--- src/rtl/ull_pkg.sv ---
package ull_pkg;
    typedef enum logic [2:0] {
        ST_IDLE,
        ST_REQ_LO,
        ST_WAIT_LO,
        ST_REQ_HI,
        ST_WAIT_HI,
        ST_DONE
    } ull_state_e;
endpackage

--- src/rtl/ull_addr_split.sv ---
module ull_addr_split #(
    parameter int ADDR_W = 32,
    parameter int BYTES  = 8,
    parameter int OFF_W  = $clog2(BYTES)
) (
    input  logic [ADDR_W-1:0] byte_addr,
    output logic [ADDR_W-1:0] word_base,
    output logic [ADDR_W-1:0] word_next,
    output logic [OFF_W-1:0]  byte_off
);
    assign byte_off  = byte_addr[OFF_W-1:0];
    assign word_base = {byte_addr[ADDR_W-1:OFF_W], {OFF_W{1'b0}}};
    assign word_next = word_base + ADDR_W'(BYTES);
endmodule

--- src/rtl/ull_funnel.sv ---
module ull_funnel #(
    parameter int DATA_W = 64,
    parameter int BYTES  = DATA_W / 8,
    parameter int OFF_W  = $clog2(BYTES)
) (
    input  logic [DATA_W-1:0] low_word,
    input  logic [DATA_W-1:0] high_word,
    input  logic [OFF_W-1:0]  shift_bytes,
    output logic [DATA_W-1:0] merged
);
    logic [2*DATA_W-1:0] pair;
    assign pair = {high_word, low_word};

    // Each output byte picks the pair byte 'shift_bytes' positions above it;
    // offset zero selects the low word only, so no full-width shift exists.
    for (genvar gb = 0; gb < BYTES; gb++) begin : g_byte
        assign merged[gb*8 +: 8] = pair[(gb + int'(shift_bytes))*8 +: 8];
    end
endmodule

--- src/rtl/unaligned_load_unit.sv ---
module unaligned_load_unit
    import ull_pkg::*;
#(
    parameter int ADDR_W = 32,
    parameter int DATA_W = 64
) (
    input  logic              clk,
    input  logic              rst,
    input  logic              start,
    input  logic              stream,
    input  logic [ADDR_W-1:0] addr,
    output logic              busy,
    output logic              done,
    output logic [DATA_W-1:0] result,
    output logic              rd_req,
    output logic [ADDR_W-1:0] rd_addr,
    input  logic              rd_valid,
    input  logic [DATA_W-1:0] rd_data
);
    localparam int BYTES = DATA_W / 8;
    localparam int OFF_W = $clog2(BYTES);

    ull_state_e state_q, state_d;

    logic [OFF_W-1:0]  off_q;
    logic [ADDR_W-1:0] base_q, next_q;
    logic [DATA_W-1:0] lo_q, hi_q;
    logic [ADDR_W-1:0] hi_tag_q;
    logic              hi_valid_q;

    logic [ADDR_W-1:0] in_base, in_next;
    logic [OFF_W-1:0]  in_off;
    logic [DATA_W-1:0] merged;
    logic              accept, reuse;

    ull_addr_split #(.ADDR_W(ADDR_W), .BYTES(BYTES)) u_split (
        .byte_addr (addr),
        .word_base (in_base),
        .word_next (in_next),
        .byte_off  (in_off)
    );

    ull_funnel #(.DATA_W(DATA_W)) u_funnel (
        .low_word    (lo_q),
        .high_word   (rd_data),
        .shift_bytes (off_q),
        .merged      (merged)
    );

    assign accept = start && (state_q == ST_IDLE);
    assign reuse  = stream && hi_valid_q && (in_base == hi_tag_q);

    // State register
    always_ff @(posedge clk) begin
        if (rst) state_q <= ST_IDLE;
        else     state_q <= state_d;
    end

    // Next state
    always_comb begin
        state_d = state_q;
        unique case (state_q)
            ST_IDLE: begin
                if (accept) begin
                    if (!reuse)             state_d = ST_REQ_LO;
                    else if (in_off == '0)  state_d = ST_DONE;
                    else                    state_d = ST_REQ_HI;
                end
            end
            ST_REQ_LO:  state_d = ST_WAIT_LO;
            ST_WAIT_LO: if (rd_valid) state_d = (off_q == '0) ? ST_DONE : ST_REQ_HI;
            ST_REQ_HI:  state_d = ST_WAIT_HI;
            ST_WAIT_HI: if (rd_valid) state_d = ST_DONE;
            ST_DONE:    state_d = ST_IDLE;
            default:    state_d = ST_IDLE;
        endcase
    end

    // Word registers: lo_q becomes the result, hi_q is kept for streaming
    always_ff @(posedge clk) begin
        if (rst) begin
            off_q      <= '0;
            base_q     <= '0;
            next_q     <= '0;
            lo_q       <= '0;
            hi_q       <= '0;
            hi_tag_q   <= '0;
            hi_valid_q <= 1'b0;
        end else begin
            if (accept) begin
                off_q  <= in_off;
                base_q <= in_base;
                next_q <= in_next;
                if (reuse) lo_q <= hi_q;
            end
            if (state_q == ST_WAIT_LO && rd_valid) lo_q <= rd_data;
            if (state_q == ST_WAIT_HI && rd_valid) begin
                lo_q       <= merged;
                hi_q       <= rd_data;
                hi_tag_q   <= next_q;
                hi_valid_q <= 1'b1;
            end
        end
    end

    // Outputs
    always_comb begin
        busy    = (state_q != ST_IDLE);
        done    = (state_q == ST_DONE);
        rd_req  = (state_q == ST_REQ_LO) || (state_q == ST_REQ_HI);
        rd_addr = (state_q == ST_REQ_HI) ? next_q : base_q;
        result  = lo_q;
    end

    a_r1_read_aligned: assert property (@(posedge clk) disable iff (rst)
        rd_req |-> (rd_addr[OFF_W-1:0] == '0));

    a_r6_single_outstanding: assert property (@(posedge clk) disable iff (rst)
        rd_req |=> !rd_req);

    a_r7_done_pulse: assert property (@(posedge clk) disable iff (rst)
        done |=> !done);

    a_r7_result_hold: assert property (@(posedge clk) disable iff (rst)
        done |=> $stable(result));

    a_r8_busy_no_restart: assert property (@(posedge clk) disable iff (rst)
        (busy && !done) |=> busy);
endmodule

--- config.mk ---
export PLATFORM = sky130hd
export DESIGN_NAME = unaligned_load_unit
export DESIGN_NICKNAME = d
export VERILOG_FILES = /design/src/rtl/ull_pkg.sv /design/src/rtl/ull_addr_split.sv /design/src/rtl/ull_funnel.sv /design/src/rtl/unaligned_load_unit.sv
export SDC_FILE = /design/constraint.sdc
export NUM_CORES = 1
export LEC_CHECK = 0
export BUFFER_PORTS_ARGS = -buffer_cell sky130_fd_sc_hd__buf_2
export CORE_UTILIZATION = 29
export DETAILED_ROUTE_END_ITERATION = 7
export MAX_ROUTING_LAYER = met4
export PLACE_DENSITY_LB_ADDON = 0.3
export SLEW_MARGIN = 5
export SYNTH_ARGS = -nofsm -noshare
export SYNTH_HDL_FRONTEND = slang
export SYNTH_HIERARCHICAL = 1
export SYNTH_SLANG_ARGS = --single-unit
--- constraint.sdc ---
create_clock -name clk -period 5.6 [get_ports clk]
set_clock_uncertainty 0.2 [all_clocks]
set_input_delay 0.28 -clock clk [delete_from_list [all_inputs] [get_ports clk]]
set_output_delay 0.28 -clock clk [all_outputs]
set_load 0.05 [all_outputs]
## Yosys cells after proc, flatten, opt, wreduce, memory -nomap -nowiden

Index checks and enable logic that the tools add are counted.

| cells by class | value |
|---|---|
| $add $sub $neg | 8 |
| equal/unequal tests | 9 |
| shift-type cells | 8 |
| multiplexer cells | 12 |
| reduce and logical (&&, ||, !) cells | 14 |

Operator list:

| cell | count |
|---|---|
| variable part select 128 x 32 -> 8 bit | 7 |
| 2-to-1 mux 64 bit | 4 |
| variable part select 128 x 7 -> 8 bit | 1 |
| adder 32 x 4 -> 32 bit (second input constant) | 1 |
| equality test 32 bit | 1 |
| 2-to-1 mux 32 bit | 1 |
| 2-to-1 mux 3 bit | 6 |
| adder 3 x 3 -> 4 bit (first input constant) | 4 |
| one-hot mux 3 bit (5 select lines) | 1 |
| logical NOT 3 bit | 3 |
| nonzero test 3 bit | 3 |
| adder 2 x 3 -> 4 bit (first input constant) | 2 |
| equality test 3 x 2 -> 1 bit (second input constant) | 2 |
| equality test 3 bit (second input constant) | 2 |
| != test 2 bit (second input constant) | 3 |
| logical AND 1 bit | 5 |
| adder 1 x 3 -> 4 bit (first input constant) | 1 |
| equality test 3 x 1 -> 1 bit (second input constant) | 1 |
| AND reduction 3 bit | 1 |
| AND reduction 2 bit | 1 |
| logical OR 1 bit | 1 |

| word-level totals | value |
|---|---|
| flip-flop bits (word level) | 228 |
| input bits | 101 |
| output and inout bits | 99 |
| logic and storage cells | 59 |

## Logic depth before layout (Yosys ltp)

| logic depth | value |
|---|---|
| word-level depth | 6 |
| mapped depth | 10 |
| mapped depth without buffers | 7 |

## Modules after synthesis

The synthesis kept the hierarchy.

By module, submodules not included:

| module | times used | cells an instance | area each (um^2) |
|---|---|---|---|
| unaligned_load_unit | 1 | 1346 | 10615.2 |
| ull_funnel | 1 | 316 | 2862.7 |
| ull_addr_split | 1 | 121 | 892.1 |

## Least setup slack after synthesis

Ideal clock, no wire load.

| path | value |
|---|---|
| path type | input to register |
| from | input port addr[18] |
| to | register lo_q[10], in the netlist result[10] |
| data arrival time | 1914 ps |
| slack | 3356 ps |
| stages on the path | 8 |
| path buffers | 3 |
| cell sequence | buf_4 > xnor2_1 > nand4_1 > or4_4 > nor4_2 > buf_2 > buf_2 > o41ai_1 |

| between the ends | value |
|---|---|
| cells in the longest elaborated chain, start to end | 4 |

Ends and longest elaborated chain:

| what | RTL line | text |
|---|---|---|
| start, declared | unaligned_load_unit.sv:11 | `input logic [ADDR_W-1:0] addr,` |
| equality test 32 bit | unaligned_load_unit.sv:51 | `assign reuse = stream && hi_valid_q && (in_base == hi_tag_q);` |
| logical AND 1 bit | unaligned_load_unit.sv:51 |  |
| nonzero test 3 bit (no source line) | n/a |  |
| AND reduction 2 bit (no source line) | n/a |  |
| end signal, assigned | unaligned_load_unit.sv:94 | `if (reuse) lo_q <= hi_q;` |
| end signal, assigned | unaligned_load_unit.sv:96 | `if (state_q == ST_WAIT_LO && rd_valid) lo_q <= rd_data;` |
| end signal, assigned | unaligned_load_unit.sv:98 | `lo_q <= merged;` |
| end, declared | unaligned_load_unit.sv:27 | `logic [DATA_W-1:0] lo_q, hi_q;` |

No other way between the ends.
A chain may end at the register's enable or synchronous reset.

## Final worst setup path

| path | value |
|---|---|
| from | register state_q[2] |
| to | register lo_q[9], in the netlist result[9] |

| between the ends | value |
|---|---|
| cells in the longest elaborated chain, start to end | 4 |
| elaborated cells on any way between the ends | 11 |
| classes of those cells | 2 x eq/ne; 2 x mux; 7 x reduce/logical |

Ends and longest elaborated chain:

| what | RTL line | text |
|---|---|---|
| start, declared | unaligned_load_unit.sv:23 | `ull_state_e state_q, state_d;` |
| start signal, assigned | unaligned_load_unit.sv:56 | `else state_q <= state_d;` |
| equality test 3 x 2 -> 1 bit, or another cell as far along | unaligned_load_unit.sv:96 |  |
| logical AND 1 bit (on tied branches) | unaligned_load_unit.sv:96, unaligned_load_unit.sv:97, unaligned_load_unit.sv:50 |  |
| nonzero test 3 bit (no source line) or 2-to-1 mux 64 bit (tied branches) | n/a |  |
| AND reduction 2 bit (no source line) or 2-to-1 mux 64 bit (tied branches) | n/a |  |

Parallel ways exist; a longest one is shown, timed or not.

==> out/qor.yml <==
grt:
  grt_pass1_vias: 12996
  grt_overflow: 0
  antenna_found_initial: 4
  grt_pass1_wl_mm: 79.7
  track_usage_pct: 20.9
  grt_start_max_net_pins: 164
setup_path:
  critPathMaxStageDelay_ns: 0.97
  worst-path-buf-inv: 1
  crit_start: "state_q[2]"
  arrival_ns: 3.80
  crit_chain: "nor2b_1, nand2_4, nand2b_4, buf_4, o21ai_1, o41ai_1"
  cp_max_fo: 90
  criticalPathCategory: "reg2reg"
  critPathSlowestCell: "nand2b_4"
  worstSetupStartpointType: "register"
  reg2reg_from: "state_q[2]"
  endpoint_kind: "register"
  critPathRequiredTime_ns: 5.87
  cp_top_family: "simple AND/OR/NAND/NOR gates"
placed_design:
  port_buffers: 199
  gp_congestion: 0.930
  dpl.hpwl_mm: 35.0
  placed_area_sq_um: 15400
  post-place-ws_ns: 2.11
synthesis:
  avgSynthCellArea_sq_um: 8.06
  postSynthCellCount: 1783
  synth.ff_latch_count: 231
  ys_seq_area_share_pct: 32.2
  yosysWarnings: 6
  async_reset_ff_share_pct: 0
  synth_edf_count: 0
  synth_cell_types: 47
  syn-cell-area_sq_um: 14400
  yosys_most_used_dff: "dfxtp_1"
power:
  power_frac_clock_pct: 46.3
  p_leak_nw: 6.35
  combPwrFrac_pct: 16.2
  ir_drop_mv: 0.229
  internal_power_w: 0.00330
  power_density_nw_per_um2: 265
  switchingPower_w: 0.00133
  pwr-share-seq_pct: 37.6
  switching_share_pct: 28.6
cells_and_area:
  drive_above_1_share_pct: 18.2
  fillers: 5092
  final_util_pct: 35.7
  regArea_sq_um: 4630
  syn_to_final_growth_pct: 21.5
  multiInputGateArea_sq_um: 8440
  final_nets: 2032
  fin_area_sq_um: 17500
routing:
  drcViolationCount: 0
  drt_iter0_markers: 1086
  postRouteAntennaNets: 0
  top_layer: "met4"
  wl_met2_mm: 24.8
  avgRoutedWirePerCell_um: 20.0
  wl_met1_mm: 23.0
  via_per_inst: 5.28
  drtPass1Iterations: 5
  vias: 13873
  route.met3.wl_mm: 3.19
  routed_wl_mm: 52.6
sta:
  drv_slew: 0
  slew_headroom_pct: 19.7
  min_period_over_period_pct: 63.1
  finalSetupViolations: 0
  min_period_ns: 3.53
  fin_ws_ns: 2.07
  rsz0062_at_grt: "no"
  hold_viol_final: 0
  setup-tns-final_ns: 0
  worst_pin_slew_ns: 1.20
  fmax_mhz: 283
  hold_slack_ns: 0.0650
die:
  core_sq_um: 49000
  dieWidth_um: 225
  rows: 81
  die_area_sq_um: 50400
  initial_core_util_pct: 29.4
  io_pins: 200
  die_h_um: 225
clock_tree:
  clk_path_buf_depth: 3
  cts_resized: 0
  cts.clk_slew.worst_paths_ns: 0.06
  h-tree-depth: 1
  hold_buffers: 97
  post-cts-setup-buffers: 0
  cts_buffers: 30
  cts_tree: "built"
  cts.sinks: 231
  cts_root_buf: "clkbuf_16"
  insertion_delay_ns: 0.58
outcome:
  status: "finished, final reports clean"
worst_hold_path:
  worstHoldStart: "start"
  hold_path.class: "in2reg"
flow_run:
  max_cap_viol_count: 0
## synthesized netlist by cell type, types with 12 or more instances
library cell	n	share of area, %
o41ai_1	64	3.9
nand2_1	342	8.9
a221o_1	64	4.5
buf_2	39	1.4
xnor2_1	27	1.6
mux2i_1	163	11
clkbuf_1	100	2.6
nor3_1	15	0.52
nor2_1	75	2.0
a21oi_1	166	5.8
o21ai_1	64	2.2
inv_1	73	1.9
a211oi_1	64	3.3
mux2_1	16	1.3
buf_6	12	0.94
o22ai_1	66	2.9
dfxtp_1	231	32
mux2_4	24	2.5
xor2_1	32	2.0
mux2_2	32	2.5
buf_4	46	2.4
## metrics by stage
stage	total power, W	cells
3_3_place_gp	0.00245	2465
5_1_grt	0.00481	2622
3_5_place_dp	0.00246	2465
4_1_cts	0.00468	2617
2_1_floorplan	0.00227	1788
6_report	0.00463	2625
## final cells by class
class / instances / share of cell area [%]
sequential: 231 / 26.5
inverter: 73 / 1.57
clock buffer: 41 / 5.11
antenna: 8 / 0.115
clock inverter: 14 / 1.27
multi-input combinational: 1276 / 48.3
timing repair buffer: 318 / 12.3
tap: 664 / 4.76
## final timing paths
kind / to / slack, ns / depth (start not counted)
min: state_q[0] / 0.07 / 5
max reg2reg: result[9] / 2.07 / 6
max: result[9] / 2.07 / 6
min reg2reg: base_q[7] / 0.25 / 2
## layout by cell type, fill, tap and decap left out, types with 30 or more instances in the layout
| master | count |
|---|---|
| o41ai_1 | 64 |
| inv_1 | 73 |
| nand2_1 | 340 |
| a21oi_1 | 166 |
| clkbuf_16 | 30 |
| o21ai_1 | 64 |
| dlygate4sd3_1 | 97 |
| mux2i_1 | 163 |
| a211oi_1 | 64 |
| nor2_1 | 74 |
| buf_2 | 198 |
| a221o_1 | 64 |
| mux2_2 | 32 |
| xor2_1 | 32 |
| dfxtp_1 | 229 |
| o22ai_1 | 66 |
## kinds of logic after synthesis
logic type | after synthesis | synth area share, %
simple gates | 484 | 14.2
buf+inv | 281 | 9.52
fa+ha+maj | 1 | 0.0871
compound gates | 491 | 22.7
flops | 231 | 32.2
xor+xnor | 59 | 3.60
mux | 235 | 17.6
other cells | 1 | 0.0261
## power by group through the flow
| stage | clock network (W) | logic [W] | registers [W] |
|---|---|---|---|
| after global placement | 0 | 0.000683 | 0.00177 |
| after CTS | 0.00220 | 0.000746 | 0.00174 |
| after floorplan | 0 | 0.000516 | 0.00176 |
| after global routing | 0.00226 | 0.000803 | 0.00174 |
| final | 0.00214 | 0.000747 | 0.00174 |
| after detailed placement | 0 | 0.000687 | 0.00177 |
## metal layers
metal	vias up	track usage [%]
met3	84	3.46
li1	6662	-
met4	0	6.12
met5	-	-
met2	443	34.3
met1	6684	26.2
## flip-flops by register name (all words and copies together), names as in the netlist
| signal | flops |
|---|---|
| hi_tag_q | 32 |
| hi_q | 64 |
| hi_valid_q | 1 |
| base_q | 32 |
| result | 64 |
| state_q | 3 |
| next_q | 32 |
| off_q | 3 |
## worst min-delay path, cell delays in order
cell     delay (ns)
buf_2          0.13
mux2i_1        0.08
nor2_1         0.11
a21oi_1        0.05
nor3_1         0.12
(Power assumes the default switching activity.)
